File: config.mk
export PLATFORM = sky130hd
export DESIGN_NAME = simd_packed_alu
export DESIGN_NICKNAME = d
export VERILOG_FILES = /design/src/rtl/simd_pkg.sv /design/src/rtl/simd_lane_alu.sv /design/src/rtl/simd_lane_bank.sv /design/src/rtl/simd_packed_alu.sv
export SDC_FILE = /design/constraint.sdc
export NUM_CORES = 1
export LEC_CHECK = 0
export ABC_AREA = 1
export ABC_CLOCK_PERIOD_IN_PS = 4050
export BUFFER_PORTS_ARGS = -buffer_cell sky130_fd_sc_hd__buf_2
export CAP_MARGIN = 10
export CORE_ASPECT_RATIO = 0.9
export CORE_MARGIN = 2
export CORE_UTILIZATION = 45
export DETAILED_ROUTE_END_ITERATION = 7
export GPL_TIMING_DRIVEN = 0
export PLACE_DENSITY = 0.75
export SYNTH_ARGS = -nofsm -noshare
export SYNTH_HDL_FRONTEND = slang
export SYNTH_SLANG_ARGS = --single-unit
File: constraint.sdc
create_clock -name clk -period 4.05 [get_ports clk]
set_clock_uncertainty 0.2 [all_clocks]
set_input_delay 0.405 -clock clk [delete_from_list [all_inputs] [get_ports clk]]
set_output_delay 0.405 -clock clk [all_outputs]
set_load 0.005 [all_outputs]
File: src/rtl/simd_pkg.sv
package simd_pkg;

    localparam int DATA_W   = 64;
    localparam int N_WIDTHS = 3;

    typedef enum logic [1:0] {
        LANE_B8   = 2'd0,
        LANE_B16  = 2'd1,
        LANE_B32  = 2'd2,
        LANE_B32X = 2'd3
    } lane_sel_e;

    typedef enum logic {
        OP_ADD = 1'b0,
        OP_SUB = 1'b1
    } alu_op_e;

    typedef struct packed {
        alu_op_e op;
        logic    sat;
        logic    sgn;
    } lane_ctrl_t;

    function automatic int width_of(input int idx);
        return 8 << idx;
    endfunction

endpackage

File: src/rtl/simd_lane_alu.sv
module simd_lane_alu #(
    parameter int W = 8
) (
    input  logic [W-1:0]         a,
    input  logic [W-1:0]         b,
    input  simd_pkg::lane_ctrl_t ctrl,
    output logic [W-1:0]         y
);
    import simd_pkg::*;

    localparam int XW = W + 2;

    logic signed [XW-1:0] ext_a, ext_b, exact;
    logic signed [XW-1:0] s_max, s_min, u_max;

    assign s_max = {2'b00, 1'b0, {(W-1){1'b1}}};
    assign s_min = {2'b11, 1'b1, {(W-1){1'b0}}};
    assign u_max = {2'b00, {W{1'b1}}};

    always_comb begin
        ext_a = {{2{a[W-1] & ctrl.sgn}}, a};
        ext_b = {{2{b[W-1] & ctrl.sgn}}, b};
        exact = (ctrl.op == OP_SUB) ? (ext_a - ext_b) : (ext_a + ext_b);
        y     = exact[W-1:0];
        if (ctrl.sat) begin
            if (ctrl.sgn) begin
                if (exact > s_max)      y = s_max[W-1:0];
                else if (exact < s_min) y = s_min[W-1:0];
            end else begin
                if (exact < 0)          y = '0;
                else if (exact > u_max) y = u_max[W-1:0];
            end
        end
    end

    always_comb begin
        if (ctrl.sat && !ctrl.sgn && ctrl.op == OP_ADD) begin
            AST_USAT_ADD_FLOOR: assert (y >= a) else $error("unsigned clamped add fell below a");
        end
        if (ctrl.sat && !ctrl.sgn && ctrl.op == OP_SUB) begin
            AST_USAT_SUB_CEIL: assert (y <= a) else $error("unsigned clamped sub rose above a");
        end
        if (ctrl.sat && ctrl.sgn && ctrl.op == OP_ADD && !a[W-1] && !b[W-1]) begin
            AST_SSAT_NO_FLIP: assert (!y[W-1]) else $error("signed clamped add flipped sign");
        end
    end

endmodule

File: src/rtl/simd_lane_bank.sv
module simd_lane_bank #(
    parameter int W = 8
) (
    input  logic [simd_pkg::DATA_W-1:0] a,
    input  logic [simd_pkg::DATA_W-1:0] b,
    input  simd_pkg::lane_ctrl_t        ctrl,
    output logic [simd_pkg::DATA_W-1:0] y
);
    localparam int N_LANES = simd_pkg::DATA_W / W;

    for (genvar i = 0; i < N_LANES; i++) begin : g_lane
        simd_lane_alu #(.W(W)) u_lane (
            .a    (a[i*W +: W]),
            .b    (b[i*W +: W]),
            .ctrl (ctrl),
            .y    (y[i*W +: W])
        );
    end

endmodule

File: src/rtl/simd_packed_alu.sv
module simd_packed_alu (
    input  logic        clk,
    input  logic        rst,
    input  logic        in_valid,
    input  logic [63:0] op_a,
    input  logic [63:0] op_b,
    input  logic        opcode,
    input  logic [1:0]  lane_sel,
    input  logic        sat_en,
    input  logic        signed_en,
    output logic        out_valid,
    output logic [63:0] result
);
    import simd_pkg::*;

    lane_ctrl_t        ctrl;
    logic [DATA_W-1:0] bank_y [N_WIDTHS];
    logic [DATA_W-1:0] next_y;

    assign ctrl = '{op: alu_op_e'(opcode), sat: sat_en, sgn: signed_en};

    for (genvar g = 0; g < N_WIDTHS; g++) begin : g_bank
        simd_lane_bank #(.W(8 << g)) u_bank (
            .a    (op_a),
            .b    (op_b),
            .ctrl (ctrl),
            .y    (bank_y[g])
        );
    end

    always_comb begin
        case (lane_sel_e'(lane_sel))
            LANE_B8:  next_y = bank_y[0];
            LANE_B16: next_y = bank_y[1];
            default:  next_y = bank_y[2];
        endcase
    end

    always_ff @(posedge clk) begin
        if (rst) begin
            result    <= '0;
            out_valid <= 1'b0;
        end else begin
            out_valid <= in_valid;
            if (in_valid) result <= next_y;
        end
    end

    AST_VALID_FOLLOWS: assert property (@(posedge clk) disable iff (rst)
        in_valid |=> out_valid);

    AST_IDLE_HOLD: assert property (@(posedge clk) disable iff (rst)
        !in_valid |=> ($stable(result) && !out_valid));

endmodule

==> results_dict.tcl <==
set metrics [dict create \
    status "finished with violations" \
    violations "DRC, setup timing" \
    synthCells 3701 \
    rows 72 \
    hold_violations 0 \
    finalPower_mw 7.76 \
    power_density_nw_per_um2 308 \
    cp_slowest_cell "ha_4" \
    postRouteAntennaNets 0 \
    drt_iter0_drc 3371 \
    grt_pass1_vias 22900 \
    dpl.hpwl_mm 70.4 \
    insertedDiodeCount 0 \
    grt_max_degree 12 \
    cp.required_ps 4160 \
    finalWirelength_mm 91.7 \
    numPortBuffers 191 \
    n_fill_cell 4327 \
    min_period_over_period 1.01 \
    netlist_area_sq_um 19700 \
    grt-ovfl-total 0 \
    cts_tree "yes" \
    fin_nets 4310 \
    cts_buffers 9 \
    fp.coreArea_sq_um 43100 \
    grt_antenna_before_repair 1 \
    drc 5 \
    cts.sinks 65 \
    hold_depth 2 \
    p_leak_nw 13.0 \
    drv_slew 0 \
    fin_ws_ps -44.6 \
    yosysWarnings 0 \
    cp_data_arrival_time_ps 4210 \
    htree_num_levels 3 \
    crit_type "input pin to flop" \
    max_stage_delay_ps 300 \
    syn_nets 3995 \
    critPathLaunchType "input pin" \
    fmax_ghz 0.244 \
    root_buffer "clkbuf_16" \
    max_slew_margin 0.153 \
    synth-async-reset-ratio 0 \
    io_pins 201 \
    seq_area_frac_synth 0.0661 \
    die_w_microns 225 \
    endpoint_kind "flop" \
    setup_viol 2 \
    viasPerCell 5.83 \
    dominantRegCellSynth "dfxtp_1" \
    syn_avg_cell_area_sq_um 5.32 \
    die_y_microns 202 \
    rsz0062_at_grt "yes" \
    first_pass_iters 8 \
    post_drt_wl_per_cell_microns 20.0 \
    vias 26700 \
    crit_start "op_b[32]" \
    whs_ps 262 \
    grt_usage 0.372 \
    layout_min_cycle_time_ps 4090 \
    pre_cts_slack_ps -2850 \
    syn_to_final_growth_pct 27.7 \
    synth_cell_types 56 \
    clk_latency_ps 370 \
    crit-reg2reg-launch "result[60]$_SDFFE_PP0P_" \
    initial_core_util 0.457 \
    min_from "result[50]$_SDFFE_PP0P_" \
    path_max_fanout 7 \
    max_cap_violations 0 \
    cp.depth 30 \
    min-delay-path-class "flop to flop" \
    synth-edff-count 0 \
    cp.buffers_inverters 8 \
    crit_family "simple AND/OR/NAND/NOR gates" \
    cts_buffer_depth 2 \
    r2r_cells 4 \
    worstMarginPinSlew_ps 1270 \
    routabilityCongestion 1.03 \
    vdd_drop_max_uv 357 \
    timing.critical_path.mode_cell "nand2_4" \
    dieArea_sq_um 45500 \
    yosys_register_bits 65 \
    utilization 0.584 \
    grt_pass1_wl_mm 131 \
    drive_above_1_share 0.220 \
    clk_pin_slew_worst_paths_ps 60 \
]
[placed cells by master, fill, tap and decap left out, drive strengths merged, types with 9 or more instances in the layout]
master and instances:
a31oi 11, clkbuf 70, ha 150, nand2 1196, nand3 333, clkinv 9, a21oi 319, o221ai 13
xnor2 47, nand4 18, nor2 356, o21bai 23, nor4 9, xor2 148, o211ai 26, dfxtp 65
buf 341, inv 492, or2 13, o21ai 304, nor3 34
[cell type report]
type                    count  area [sq um]  share of cell area
clock buffers              11           243             0.00965
repair buffers            304          1990              0.0793
clock inverters             5          78.8             0.00313
inverters                 500          1950              0.0776
multi-input cells        3039         18200               0.725
flip-flops and latches     65          1300              0.0517
well taps                 555           694              0.0276
plain buffers              97           662              0.0263
[registers in the layout, summed over array words and instances, names as in the netlist]
| name | count |
|---|---|
| out_valid | 1 |
| result | 64 |
[metal layers]
layer	track usage	wire, microns	share of wire
met5	0	0	0
met3	0.0987	12500	0.14
met1	0.518	37500	0.41
met2	0.535	36900	0.40
met4	0.161	4790	0.052
[timing repair]
action	in CTS	in global routing
setup buffers	28	77
hold buffers	0	0
setup endpoints to repair	64	64
gates resized for setup	187	459
cloned	2	7
pin swaps	30	154
[logic make-up after synthesis]
kind of cell / after synthesis / synth area share
buf+inv: 598 / 0.119
flops: 65 / 0.0661
fa+ha+maj: 158 / 0.103
compound gates: 716 / 0.198
xor+xnor: 195 / 0.0883
simple gates: 1969 / 0.426
[power by group]
group	internal, mW	switching (mW)	leakage, nW
logic	2.09	4.00	12.3
clock network	0.555	0.352	0.159
registers	0.714	0.0557	0.540
total	3.36	4.40	13.0
[worst min-delay path, cell delays in order, from the launching register on]
cell and delay (ps):
dfxtp_1 300, nand2_1 60, a21oi_1 50
[path summary, 6_finish.rpt]
path	to	slack [ps]
min	result[50]$_SDFFE_PP0P_	260
max	result[57]$_SDFFE_PP0P_	-40
max reg2reg	result[60]$_SDFFE_PP0P_	3050
min reg2reg	result[50]$_SDFFE_PP0P_	260
[synthesized netlist by cell type (5+ instances only)]
cell,instances,area [sq um]
nand2_1,1143,4290
inv_1,473,1780
nor2_1,341,1280
nand3_1,323,1620
a21oi_1,313,1570
o21ai_0,270,1350
ha_1,150,1880
xor2_1,145,1270
dfxtp_1,65,1300
clkbuf_1,57,214
xnor2_1,46,403
nand2_2,36,225
nor3_1,29,145
o211ai_1,26,195
o21bai_1,23,173
o21ai_1,22,110
inv_2,20,75.1
buf_2,18,90.1
nand4_1,18,113
nand2_4,16,180
o221ai_1,13,114
or2_2,12,75.1
a31oi_1,11,68.8
buf_1,11,41.3
nor2_2,11,68.8
o21ai_2,11,96.3
a21o_1,8,60.1
fa_1,8,160
nand3_2,8,80.1
nor4_1,7,43.8
a21oi_2,6,52.6
buf_6,6,67.6
nand3b_1,6,45.0
buf_4,5,37.5
clkinv_1,5,18.8
o31ai_1,5,37.5
[stage by stage]
step,TNS [ps],cells,instance area [sq um]
2_1_floorplan,0,3701,19700
3_3_place_gp,-168480,4447,21300
3_5_place_dp,-166570,4447,21300
4_1_cts,0,4493,22600
5_1_grt,-2410,4576,25200
6_report,-46.6,4576,25200
Note: power is estimated with default switching activity, not from simulation.
